[config.mk]
export PLATFORM = sky130hd
export DESIGN_NAME = adc_rd_ctrl
export DESIGN_NICKNAME = d
export VERILOG_FILES = /design/src/rtl/adc_rd_pkg.sv /design/src/rtl/adc_phase_timer.sv /design/src/rtl/adc_rx_shift.sv /design/src/rtl/adc_rd_ctrl.sv
export SDC_FILE = /design/constraint.sdc
export NUM_CORES = 1
export LEC_CHECK = 0
export ABC_AREA = 1
export BUFFER_PORTS_ARGS = -buffer_cell sky130_fd_sc_hd__buf_2
export CORE_ASPECT_RATIO = 1.1
export CORE_UTILIZATION = 51
export DETAILED_ROUTE_END_ITERATION = 12
export GPL_TIMING_DRIVEN = 1
export PLACE_DENSITY = 0.82
export SLEW_MARGIN = 0
export SYNTH_ARGS = -nofsm -noshare
export SYNTH_HDL_FRONTEND = slang
export SYNTH_SLANG_ARGS = --single-unit
[constraint.sdc]
create_clock -name clk -period 3.9 [get_ports clk]
set_input_delay 0.78 -clock clk [delete_from_list [all_inputs] [get_ports clk]]
set_output_delay 0.78 -clock clk [all_outputs]
set_load 0.01 [all_outputs]
[src/rtl/adc_rd_pkg.sv]
package adc_rd_pkg;

  typedef enum logic [2:0] {
    ST_IDLE  = 3'd0,
    ST_CONV  = 3'd1,
    ST_SETUP = 3'd2,
    ST_SHIFT = 3'd3,
    ST_DONE  = 3'd4
  } adc_state_e;

  // width of a down counter able to hold max_val
  function automatic int adc_cnt_w(input int max_val);
    return (max_val < 2) ? 1 : $clog2(max_val + 1);
  endfunction

  // edges from start acceptance to the edge entering the done state
  function automatic int adc_txn_cycles(input int conv_cyc, input int half_div, input int word_w);
    return conv_cyc + 2 * word_w * half_div;
  endfunction

endpackage

[src/rtl/adc_phase_timer.sv]
module adc_phase_timer #(
  parameter int CW = 6
) (
  input  logic          clk,
  input  logic          rst_n,
  input  logic          load_i,
  input  logic [CW-1:0] value_i,
  output logic          expire_o
);
  logic [CW-1:0] cnt_q;

  always_ff @(posedge clk or negedge rst_n) begin
    if (!rst_n)              cnt_q <= '0;
    else if (load_i)         cnt_q <= value_i;
    else if (cnt_q != '0)    cnt_q <= cnt_q - 1'b1;
  end

  assign expire_o = (cnt_q == '0);

  // a loaded nonzero value never expires on the following cycle
  p_no_early_expire_r2: assert property (@(posedge clk) disable iff (!rst_n)
    (load_i && value_i > 1) |=> !expire_o);
endmodule

[src/rtl/adc_rx_shift.sv]
module adc_rx_shift #(
  parameter int WORD_W = 12,
  localparam int BW    = $clog2(WORD_W + 1)
) (
  input  logic              clk,
  input  logic              rst_n,
  input  logic              clr_i,
  input  logic              cap_i,
  input  logic              sdo_i,
  output logic [WORD_W-1:0] word_o,
  output logic [BW-1:0]     bits_o
);
  always_ff @(posedge clk or negedge rst_n) begin
    if (!rst_n) begin
      word_o <= '0;
      bits_o <= '0;
    end else if (clr_i) begin
      word_o <= '0;
      bits_o <= '0;
    end else if (cap_i) begin
      word_o <= {word_o[WORD_W-2:0], sdo_i};  // MSB arrives first
      bits_o <= bits_o + 1'b1;
    end
  end

  p_no_extra_capture_r4: assert property (@(posedge clk) disable iff (!rst_n)
    cap_i |-> (bits_o < BW'(WORD_W)));
endmodule

[src/rtl/adc_rd_ctrl.sv]
module adc_rd_ctrl
  import adc_rd_pkg::*;
#(
  parameter int WORD_W   = 12,
  parameter int CONV_CYC = 40,
  parameter int HALF_DIV = 4
) (
  input  logic              clk,
  input  logic              rst_n,
  input  logic              start_i,
  output logic              busy_o,
  output logic              done_o,
  output logic [WORD_W-1:0] result_o,
  output logic              conv_o,
  output logic              sclk_o,
  input  logic              sdo_i
);
  localparam int CW = adc_cnt_w((CONV_CYC > HALF_DIV) ? CONV_CYC : HALF_DIV);
  localparam int BW = $clog2(WORD_W + 1);
  localparam logic [CW-1:0] CONV_LD = CW'(CONV_CYC - 1);
  localparam logic [CW-1:0] HALF_LD = CW'(HALF_DIV - 1);

  adc_state_e state_q, state_d;
  logic sclk_q, sclk_d;
  logic tmr_load;
  logic [CW-1:0] tmr_val;
  logic tmr_expire;
  logic cap;
  logic clr;
  logic last_fall;
  logic [WORD_W-1:0] shift_word;
  logic [BW-1:0] bits;
  logic [WORD_W-1:0] result_q;

  // named internal events
  wire start_accept = (state_q == ST_IDLE) && start_i;

  adc_phase_timer #(.CW(CW)) tmr_i (
    .clk(clk), .rst_n(rst_n), .load_i(tmr_load), .value_i(tmr_val), .expire_o(tmr_expire)
  );

  adc_rx_shift #(.WORD_W(WORD_W)) rx_i (
    .clk(clk), .rst_n(rst_n), .clr_i(clr), .cap_i(cap), .sdo_i(sdo_i),
    .word_o(shift_word), .bits_o(bits)
  );

  always_comb begin
    state_d   = state_q;
    sclk_d    = sclk_q;
    tmr_load  = 1'b0;
    tmr_val   = HALF_LD;
    cap       = 1'b0;
    clr       = 1'b0;
    last_fall = 1'b0;
    unique case (state_q)
      ST_IDLE: if (start_i) begin
        state_d  = ST_CONV;
        tmr_load = 1'b1;
        tmr_val  = CONV_LD;
        clr      = 1'b1;
      end
      ST_CONV: if (tmr_expire) begin
        state_d  = ST_SETUP;
        tmr_load = 1'b1;
      end
      ST_SETUP: if (tmr_expire) begin
        state_d  = ST_SHIFT;
        sclk_d   = 1'b1;
        cap      = 1'b1;
        tmr_load = 1'b1;
      end
      ST_SHIFT: if (tmr_expire) begin
        if (sclk_q) begin
          sclk_d = 1'b0;
          if (bits == BW'(WORD_W)) begin
            state_d   = ST_DONE;
            last_fall = 1'b1;
          end else begin
            tmr_load = 1'b1;
          end
        end else begin
          sclk_d   = 1'b1;
          cap      = 1'b1;
          tmr_load = 1'b1;
        end
      end
      ST_DONE: state_d = ST_IDLE;
      default: state_d = ST_IDLE;
    endcase
  end

  always_ff @(posedge clk or negedge rst_n) begin
    if (!rst_n) begin
      state_q  <= ST_IDLE;
      sclk_q   <= 1'b0;
      result_q <= '0;
    end else begin
      state_q <= state_d;
      sclk_q  <= sclk_d;
      if (last_fall) result_q <= shift_word;
    end
  end

  assign busy_o   = (state_q != ST_IDLE);
  assign done_o   = (state_q == ST_DONE);
  assign conv_o   = (state_q == ST_CONV);
  assign sclk_o   = sclk_q;
  assign result_o = result_q;

  // ---------------- assertions ----------------
  logic [31:0] chk_conv_hi;
  always_ff @(posedge clk or negedge rst_n) begin
    if (!rst_n)      chk_conv_hi <= '0;
    else if (conv_o) chk_conv_hi <= chk_conv_hi + 1;
    else             chk_conv_hi <= '0;
  end

  p_conv_len_r2: assert property (@(posedge clk) disable iff (!rst_n)
    $fell(conv_o) |-> (chk_conv_hi == 32'(CONV_CYC)));

  p_accept_raises_conv_r2: assert property (@(posedge clk) disable iff (!rst_n)
    start_accept |=> conv_o);

  p_no_sclk_in_conv_r3: assert property (@(posedge clk) disable iff (!rst_n)
    conv_o |-> !sclk_o);

  p_sclk_on_tick_r4: assert property (@(posedge clk) disable iff (!rst_n)
    !$stable(sclk_o) |-> $past(tmr_expire));

  p_sclk_low_done_r4: assert property (@(posedge clk) disable iff (!rst_n)
    done_o |-> (!sclk_o && bits == BW'(WORD_W)));

  p_done_single_r6: assert property (@(posedge clk) disable iff (!rst_n)
    done_o |=> !done_o);

  p_result_hold_r6: assert property (@(posedge clk) disable iff (!rst_n)
    !done_o |=> (done_o || $stable(result_o)));

  p_start_ignored_r7: assert property (@(posedge clk) disable iff (!rst_n)
    (busy_o && start_i) |=> !$rose(conv_o));
endmodule

======== Yosys cells after proc, flatten, opt, wreduce, memory -nomap -nowiden ========
Cells that the tools add are included.
word-level totals
  word-level logic and storage cells ...... 61
  bits of input ports ..................... 4
  register bits after elaboration ......... 38
operators by class
  eq/ne operators ......................... 11
  reductions and logical operators ........ 10
  $add $sub $neg .......................... 2
  muxes and demuxes ....................... 32
operators by type and width
  kind                                                   number
  2-to-1 mux 12 bit                                      2
  2-to-1 mux 6 bit                                       4
  2-to-1 mux 3 bit                                       6
  2-to-1 mux 1 bit                                       14
  one-hot mux 3 bit (4 select lines)                     1
  inequality test 2 bit, second input constant           5
  2-to-1 mux 4 bit                                       2
  equality test 3 x 2 -> 1 bit, second input constant    2
  logical NOT 6 bit                                      1
  AND reduction 6 bit                                    1
  nonzero test 2 bit                                     3
  nonzero test 6 bit                                     1
  subtractor 6 x 1 -> 6 bit, second input constant       1
  adder 4 x 1 -> 4 bit, second input constant            1
  equality test 4 bit, second input constant             1
  one-hot mux 1 bit (2 select lines)                     2
  equality test 3 x 1 -> 1 bit, second input constant    1
  equality test 3 bit, second input constant             1
  logical NOT 3 bit                                      1
  one-hot mux 1 bit (3 select lines)                     1
  AND reduction 3 bit                                    1
  nonzero test 3 bit                                     1
  inequality test 2 x 1 -> 1 bit, second input constant  1
  OR reduction 2 bit                                     1

======== Logic depth before layout (Yosys ltp) ========
Gate-level depths: netlist of the first run.
  depth in word-level cells ............... 6
  gate-level depth with buffers ........... 10
  gate-level depth less buffers ........... 9

======== Cells and area by module ========
From an unflattened synthesis of the first run, not the netlist that was laid out.
unflattened totals
  cell total of the unflattened synthesis .. 217
  area total of the unflattened synthesis .. 1,825.5 um^2
by module, submodules not included
  module           seq. area each (um^2)  cells each  instances  area an instance (um^2)
  adc_rd_ctrl      400.4                  98          1          773.2
  adc_rx_shift     400.4                  64          1          639.4
  adc_phase_timer  150.1                  55          1          412.9

======== Worst setup path after synthesis of the first run ========
OpenSTA, ideal clock, no wires.
  path type ............................... register to output
  start ................................... register state_q[2]
  end ..................................... output port done_o
  setup slack ............................. 2.353 ns
  stages on the path, launching flop included .. 3
  arrival ................................. 0.767 ns
  data required time ...................... 3.120 ns
  cells stage by stage .................... dfrtp_1 > inv_2 > nor3_1
between the ends
  longest elaborated chain between the ends .. 1
ends and longest elaborated chain
  item                      line                text
  start: declaration        adc_rd_ctrl.sv:23   adc_state_e state_q, state_d;
  start signal: assignment  adc_rd_ctrl.sv:98   state_q <= state_d;
  equality test 3 bit       adc_rd_ctrl.sv:105  assign done_o = (state_q == ST_DONE);
  end: declaration          adc_rd_ctrl.sv:12   output logic done_o,
Every way passes these cells.

======== Worst setup path in the final report of the first run ========
  start ................................... register tmr_i.cnt_q[0]
  end ..................................... register result_q[8], in the netlist result_o[8]
between the ends
  longest elaborated chain between the ends .. 3
ends and longest elaborated chain
  item                      line                   text
  start: declaration        adc_phase_timer.sv:10  logic [CW-1:0] cnt_q;
  start signal: assignment  adc_phase_timer.sv:14  else if (load_i) cnt_q <= value_i;
  start signal: assignment  adc_phase_timer.sv:15  else if (cnt_q != '0) cnt_q <= cnt_q - 1'b1;
  logical NOT 6 bit         adc_phase_timer.sv:18  assign expire_o = (cnt_q == '0);
  2-to-1 mux 1 bit          adc_rd_ctrl.sv:72      ST_SHIFT: if (tmr_expire) begin
  2-to-1 mux 1 bit          adc_rd_ctrl.sv:55      unique case (state_q)
  end signal: assignment    adc_rd_ctrl.sv:100     if (last_fall) result_q <= shift_word;
  end: declaration          adc_rd_ctrl.sv:33      logic [WORD_W-1:0] result_q;
Every way passes these cells.
A chain may end at the register's enable or synchronous reset.

==> results of run 1 <==
[final timing paths]
path | slack [ns] | end | startpoint
setup / recovery | 1.64 | result_o[8]$_DFFE_PN0P_ | tmr_i.cnt_q[0]$_DFFE_PN0P_
hold / removal | 0.49 | result_o[1]$_DFFE_PN0P_ | result_o[1]$_DFFE_PN0P_
setup reg to reg | 1.64 | result_o[8]$_DFFE_PN0P_ | tmr_i.cnt_q[0]$_DFFE_PN0P_
hold reg to reg | 0.49 | result_o[1]$_DFFE_PN0P_ | result_o[1]$_DFFE_PN0P_
max in group asynchronous | 2.90 | rx_i.word_o[10]$_DFFE_PN0P_ | rst_n
min in group asynchronous | 0.50 | state_q[0]$_DFFE_PN0P_ | rst_n
[power by group]
group	switching [mW]	internal [mW]
Combinational	0.252	0.136
Clock	0.129	0.0866
Sequential	0.0557	0.459
[worst max-delay path: cells and delay by family (launching register included)]
| family | cells | cell delay, ns |
|---|---|---|
| AOI/OAI and AO/OA | 1 | 0.32 |
| adders and majority gates | 1 | 0.15 |
| buffers and inverters | 2 | 0.54 |
| DFF | 1 | 0.41 |
| and+or+nand+nor | 2 | 0.73 |
[metal layers]
| metal | share of wire | GRT usage |
|---|---|---|
| met4 | 0.027 | 0.1221 |
| met2 | 0.48 | 0.2889 |
| met5 | 0 | 0 |
| met3 | 0.025 | 0.03543 |
| met1 | 0.47 | 0.2471 |
[stage by stage]
stage	cell area (µm²)	total power, mW	setup slack [ns]
after floorplan	1868	0.8277	2.353
after global placement	1967	0.8992	1.691
after detailed placement	1967	0.9104	1.627
after CTS	2031	1.129	1.610
after global routing	2031	1.213	1.361
final	2031	1.118	1.637
[cells by family after synthesis]
| family | after synthesis | share of synthesized area |
|---|---|---|
| and+or+nand+nor | 97 | 0.2398 |
| buffers and inverters | 40 | 0.09443 |
| DFF | 38 | 0.5090 |
| AOI/OAI and AO/OA | 36 | 0.1206 |
| adders and majority gates | 4 | 0.02679 |
| xor gates and xnor gates | 2 | 0.009379 |
[Yosys cell counts (2+ instances only)]
| library cell | count | area share |
|---|---|---|
| ha_1 | 4 | 0.027 |
| dfrtp_1 | 38 | 0.51 |
| o21ai_0 | 21 | 0.056 |
| buf_2 | 3 | 0.0080 |
| buf_4 | 2 | 0.0080 |
| nand4_1 | 6 | 0.020 |
| o21ai_2 | 7 | 0.033 |
| o21ai_1 | 2 | 0.0054 |
| a21oi_2 | 3 | 0.014 |
| nor2_1 | 14 | 0.028 |
| nand3b_1 | 2 | 0.0080 |
| inv_1 | 31 | 0.062 |
| nand3_1 | 18 | 0.048 |
| nand2_2 | 2 | 0.0067 |
| buf_6 | 2 | 0.012 |
| nor3_1 | 2 | 0.0054 |
| nand2_4 | 2 | 0.012 |
| nand2_1 | 48 | 0.096 |
[flip-flops by register name, summed over array words and instances (netlist names)]
signal	flops
rx_i.bits_o	4
result_o	12
rx_i.word_o	12
state_q	3
sclk_o	1
tmr_i.cnt_q	6
[final cells by class]
| cell class | instances | area [µm²] | area share |
|---|---|---|---|
| flip-flops and latches | 38 | 950.9 | 0.4683 |
| well taps | 48 | 60.06 | 0.02957 |
| inverters | 32 | 120.1 | 0.05915 |
| repair buffers | 19 | 95.09 | 0.04683 |
| multi-input cells | 139 | 740.7 | 0.3648 |
| clock buffers | 6 | 51.30 | 0.02526 |
| clock inverters | 2 | 12.51 | 0.006161 |
==> out/metrics.cfg, run 1 <==
[outcome]
status = complete, no violations

[setup_path]
critical_path.max_stage_delay_ns = 0.43
path_max_fanout = 24
crit_top_cell = inv_1
arrival_ns = 2.52
crit_path_top_delay_cell = nand3_2
cp_cell_sequence = inv_1, ha_1, nand3_1, inv_1, nand3_2, o21ai_0
rr_worst_depth = 6
critPathKind = reg -> reg
cp-end-kind = flip-flop
required_ns = 4.16
worstSetupStartpointType = flip-flop

[placement]
place_congestion = 0.8668
dp.cells = 276
dp_hpwl_mm = 2.171
io_buffer_count = 19

[synthesis]
async_flop_share = 1.000
syn_area_um2 = 1868
ys_warn_count = 0
ys.flop_type = dfrtp_1
ys_types = 28
synth_edf_count = 0
synth_fp_nets = 225
synth_seq_cells = 38
synth_seq_area_share = 0.5090
synth_cells = 217
avgSynthCellArea_um2 = 8.608

[global_routing]
grt_max_degree = 39
globalRouteTotalUtil = 0.1904
grt_pass1_wl_mm = 5.444
grt_pass1_vias = 1255
grt.overflow.total = 0
antenna_found_initial = 0

[pwr]
p_leak_nw = 1.060
pwr_density_cell_nw_per_um2 = 550.7
peakVddDrop_mv = 0.2887

[floorplanning]
die_height_um = 65.48
dieArea_um2 = 3909
pin_count = 20
placementRows = 22
initial_core_util = 0.5473
core_area_um2 = 3413
die_width_um = 59.71

[hold_path]
hold_depth = 2
min_path_type = reg -> reg

[route]
routed_wl_mm = 3.133
wl_per_cell_um = 11.03
num_vias = 1420
via_per_inst = 5.000
dr.pass1.iters = 4
drc = 0
ant_nets = 0
drtIter0Drc = 77

[sta]
tightest_slew_ns = 0.8705
rsz0062_at_grt = false
skew_ns = 0.002267
timing.final.max_slew_violations = 0
whs_ns = 0.4872
period_share = 0.5804
hold_violations = 0
max_freq_mhz = 441.8
slew-limit-headroom = 0.4180
setup_violations = 0
period_needed_ns = 2.263
tns_ns = 0

[flow_run]
cap_violations = 0

[clock_network]
clock-sinks = 38
tritoncts = yes
root_buffer = clkbuf_4
cts_setup_buffers = 0
postCtsHoldBufs = 0
cts_buffers = 5
post_cts_resized = 0
cts_htree_levels = 2
clockBufferDepth = 2
clk_pin_slew_worst_paths_ns = 0.11
clock_latency_ns = 0.35

[finish]
area_delta_synth_final_pct = 8.707
finalNonFillerCells = 284
drive_gt1_frac = 0.1907
final_common_cell = nand2_1
fin_util = 0.5949
n_antenna_cell = 0
mostFrequentLayoutCells = nand2_1 (48), dfrtp_1 (38), inv_1 (31)
num-nets-final = 243
fillers = 301

Note: power is estimated with default switching activity, not from simulation.
==> run 2: changes to the inputs <==
- PLACE_DENSITY: 0.82 -> 0.85
- clock period: 3.9 -> 2 ns (I/O delays scaled with it)
==> out/metrics.cfg, run 2 (same netlist as run 1, synthesis figures left out) <==
[route]
num_vias = 1450
drtIter0Drc = 69
routed_wl_mm = 3.488
drc = 0
via_per_inst = 5.052
wl_per_cell_um = 12.15
ant_nets = 0
dr.pass1.iters = 4

[pwr]
peakVddDrop_mv = 0.5444
pwr_density_cell_nw_per_um2 = 1116
p_leak_nw = 1.093
power_mw = 2.344

[sta]
whs_ns = 0.3809
tns_ns = 0
fin_ws_ns = 0.1741
period_share = 0.9130
max_freq_mhz = 547.7
hold_violations = 0
rsz0062_at_grt = true
tightest_slew_ns = 0.4616
timing.final.max_slew_violations = 0
setup_violations = 0
slew-limit-headroom = 0.6919
skew_ns = 0.01041
period_needed_ns = 1.826

[setup_path]
cp_cell_sequence = inv_1, ha_1, nand3_1, inv_1, nand2_4, nand2_1, o21ai_0
cp-end-kind = flip-flop
path_max_fanout = 24
worstSetupStartpointType = flip-flop
required_ns = 2.23
crit_top_cell = inv_1
r2r_setup_slack_ns = 0.17
regToRegEndpoint = rx_i.bits_o[1]$_DFFE_PN0P_
arrival_ns = 2.05
critical_path.max_stage_delay_ns = 0.41
critPathKind = reg -> reg
crit_path_top_delay_cell = dfrtp_1
r2r-start = tmr_i.cnt_q[0]$_DFFE_PN0P_
rr_worst_depth = 7

[hold_path]
min_from = sdo_i
hold_end = rx_i.word_o[0]$_DFFE_PN0P_
hold_depth = 5
min_path_type = in -> reg

[global_routing]
antenna_found_initial = 0
grt_max_degree = 39
globalRouteTotalUtil = 0.2116
grt.overflow.total = 0
grt_pass1_vias = 1385
grt_pass1_wl_mm = 6.051

[finish]
area_delta_synth_final_pct = 12.46
drive_gt1_frac = 0.1967
num-nets-final = 247
finalNonFillerCells = 287
fillers = 296
final_common_cell = nand2_1
mostFrequentLayoutCells = nand2_1 (48), dfrtp_1 (38), inv_1 (31)
n_antenna_cell = 0

[floorplanning]
core_area_um2 = 3413
die_height_um = 65.48
placementRows = 22
dieArea_um2 = 3909
initial_core_util = 0.5473
die_width_um = 59.71
pin_count = 20

[clock_network]
cts_setup_buffers = 0
cts_htree_levels = 2
cts_buffers = 5
clock_latency_ns = 0.35
root_buffer = clkbuf_4
clock-sinks = 38
clockBufferDepth = 2
clk_pin_slew_worst_paths_ns = 0.12
tritoncts = yes

[placement]
dp.cells = 279
place_congestion = 0.8562
pre_cts_ws_ns = 0.1352
dp_hpwl_mm = 2.331
io_buffer_count = 19

[flow_run]
cap_violations = 0

[outcome]
status = complete, no violations

[run 2: worst max path at each step]
stage                                    start                         end  slack (ns)
finish              tmr_i.cnt_q[0]$_DFFE_PN0P_  rx_i.bits_o[1]$_DFFE_PN0P_        0.17
global route        tmr_i.cnt_q[0]$_DFFE_PN0P_  rx_i.bits_o[1]$_DFFE_PN0P_       -0.04
CTS                 tmr_i.cnt_q[0]$_DFFE_PN0P_     result_o[5]$_DFFE_PN0P_        0.10
detailed placement  tmr_i.cnt_q[0]$_DFFE_PN0P_     result_o[5]$_DFFE_PN0P_        0.14
global placement    tmr_i.cnt_q[0]$_DFFE_PN0P_     result_o[1]$_DFFE_PN0P_        0.27
floorplan           tmr_i.cnt_q[0]$_DFFE_PN0P_  rx_i.word_o[1]$_DFFE_PN0P_        0.60
[run 2: power by group]
group | switching [mW] | internal, mW | total (mW) | leakage (nW)
logic | 0.512 | 0.280 | 0.792 | 0.538
registers | 0.115 | 0.895 | 1.01 | 0.511
clock network | 0.251 | 0.291 | 0.542 | 0.0443
total | 0.878 | 1.47 | 2.34 | 1.09
[run 2: layout make-up]
cell class              instances  area, µm²  area share
multi-input cells             139      748.2      0.3562
repair buffers                 23      140.1     0.06671
clock buffers                   6      51.30     0.02442
inverters                      32      120.1     0.05718
well taps                      48      60.06     0.02859
flip-flops and latches         38      950.9      0.4527
clock inverters                 1      30.03     0.01429
[run 2: stage by stage]
stage / utilization / cell area (µm²)
2_1_floorplan: - / 1868
3_3_place_gp: 0.5865 / 2002
3_5_place_dp: 0.5865 / 2002
4_1_cts: 0.6133 / 2093
5_1_grt: 0.6155 / 2101
6_report: 0.6155 / 2101
[run 2: timing repair]
item | CTS | global route
endpoints found under the setup margin | 0 | 12
resized for setup | 0 | 1
hold endpoints to repair | 16 | 0
hold buffers | 1 | 0
[run 2: worst max-delay path, delay by kind of cell (launching register included)]
kind	cells	cell delay, ns
DFF	1	0.41
buffers and inverters	2	0.47
AOI/OAI and AO/OA	1	0.11
adders and majority gates	1	0.15
and+or+nand+nor	3	0.56
[run 2: metal layers]
| layer | global-route usage | share of wire | vias to the layer above |
|---|---|---|---|
| met5 | 0 | 0 | - |
| met4 | 0.09884 | 0.023 | 0 |
| met3 | 0.06496 | 0.037 | 7 |
| met2 | 0.3208 | 0.49 | 30 |
| met1 | 0.2740 | 0.44 | 672 |
| li1 | - | - | 741 |
==> run 3: changes to the inputs <==
- PLACE_DENSITY: 0.85 -> unset
- PLACE_DENSITY_LB_ADDON: unset -> 0.05
==> out/metrics.cfg, run 3 (same netlist as run 1, synthesis figures left out) <==
[floorplanning]
pin_count = 20
initial_core_util = 0.5473
placementRows = 22
die_width_um = 59.71
dieArea_um2 = 3909
die_height_um = 65.48
core_area_um2 = 3413

[route]
via_per_inst = 4.990
drc = 0
wl_met2_mm = 1.496
wl_per_cell_um = 11.49
num_vias = 1437
drt-met1-wl_mm = 1.638
route.met3.wl_um = 128
top_layer = met4
dr.pass1.iters = 4
routed_wl_mm = 3.309
ant_nets = 0
drtIter0Drc = 68

[global_routing]
grt_pass1_wl_mm = 5.713
grt_pass1_vias = 1317
globalRouteTotalUtil = 0.1955
grt_max_degree = 39
antenna_found_initial = 0
grt.overflow.total = 0

[setup_path]
worstSetupStartpointType = flip-flop
path_max_fanout = 24
critPathKind = reg -> reg
arrival_ns = 1.94
cp-end-kind = flip-flop
required_ns = 2.25

[hold_path]
min_path_type = in -> async

[clock_network]
clock_latency_ns = 0.34
clockBufferDepth = 2
cts_setup_buffers = 0
cts_buffers = 5
clock-sinks = 38
tritoncts = yes
postCtsHoldBufs = 0
post_cts_resized = 0
clk_pin_slew_worst_paths_ns = 0.12
cts_htree_levels = 2
root_buffer = clkbuf_4

[finish]
area_delta_synth_final_pct = 10.31
fin_util = 0.6037
final_common_cell = nand2_1
regArea_um2 = 950.9
drive_gt1_frac = 0.2042
n_antenna_cell = 0
fillers = 341
mostFrequentLayoutCells = nand2_1 (48), dfrtp_1 (38), inv_1 (31)
multi_input_area_um2 = 740.7
num-nets-final = 247

[sta]
setup_violations = 0
hold_violations = 0
period_needed_ns = 1.691
max_freq_mhz = 591.4
rsz0062_at_grt = false
period_share = 0.8455
skew_ns = 0.004964
timing.final.max_slew_violations = 0
tightest_slew_ns = 0.4787
slew-limit-headroom = 0.6809
tns_ns = 0

[placement]
dp_hpwl_mm = 2.325
place_congestion = 0.8130
io_buffer_count = 19

[outcome]
status = complete, no violations

[flow_run]
cap_violations = 0

[pwr]
peakVddDrop_mv = 0.7814
power_mw = 2.206
pwr_density_cell_nw_per_um2 = 1070
p_leak_nw = 1.079

run 3: cell count changes in the layout (fill, tap and decap cells not counted), sizes merged:
cell         delta
bufinv          -1
buf             +1
clkinv          +1
dlygate4sd3     -1
clkinvlp        +1
run 3: power by group:
| part | switching, mW | internal (mW) |
|---|---|---|
| clock | 0.257 | 0.169 |
| combinational | 0.497 | 0.276 |
| sequential | 0.112 | 0.895 |
run 3: through the flow:
step	setup WS, ns	std cells	area (µm²)	hold slack, ns
final	0.3091	288	2061	0.09038
after global routing	0.05706	288	2061	0.1235
after CTS	0.2941	288	2061	0.1001
after detailed placement	0.3227	280	1997	0.4763
after global placement	0.4119	280	1997	0.4615
after floorplan	0.5963	217	1868	0.1044
run 3: final timing paths:
| path | start | endpoint | slack, ns | cells after the start |
|---|---|---|---|---|
| max | tmr_i.cnt_q[0]$_DFFE_PN0P_ | result_o[0]$_DFFE_PN0P_ | 0.31 | 6 |
| min | rst_n | rx_i.word_o[1]$_DFFE_PN0P_ | 0.09 | 2 |
| max reg2reg | tmr_i.cnt_q[0]$_DFFE_PN0P_ | result_o[0]$_DFFE_PN0P_ | 0.31 | 6 |
| min reg2reg | result_o[3]$_DFFE_PN0P_ | result_o[3]$_DFFE_PN0P_ | 0.50 | 2 |
| max in group asynchronous | rst_n | rx_i.word_o[0]$_DFFE_PN0P_ | 1.59 | 2 |
| min in group clk | sdo_i | rx_i.word_o[0]$_DFFE_PN0P_ | 0.37 | 5 |
run 3: critical path, stage by stage, from the launching register on:
cell and delay, ns:
dfrtp_1 0.40, inv_1 0.10, ha_1 0.15, nand3_1 0.09
inv_1 0.21, nand3_2 0.36, o21ai_0 0.29
run 3: cell type report:
cell class / count / share of cell area
multi-input cells: 139 / 0.3594
flip-flops and latches: 38 / 0.4614
repair buffers: 23 / 0.06072
clock buffers: 6 / 0.02489
well taps: 48 / 0.02914
inverters: 32 / 0.05829
clock inverters: 2 / 0.006072
run 3: metal layers:
metal  global-route usage  up-vias
met5                    0        -
met4              0.06105        0
met1               0.2657      664
met2               0.2972       25
li1                     -      743
met3              0.05906        5
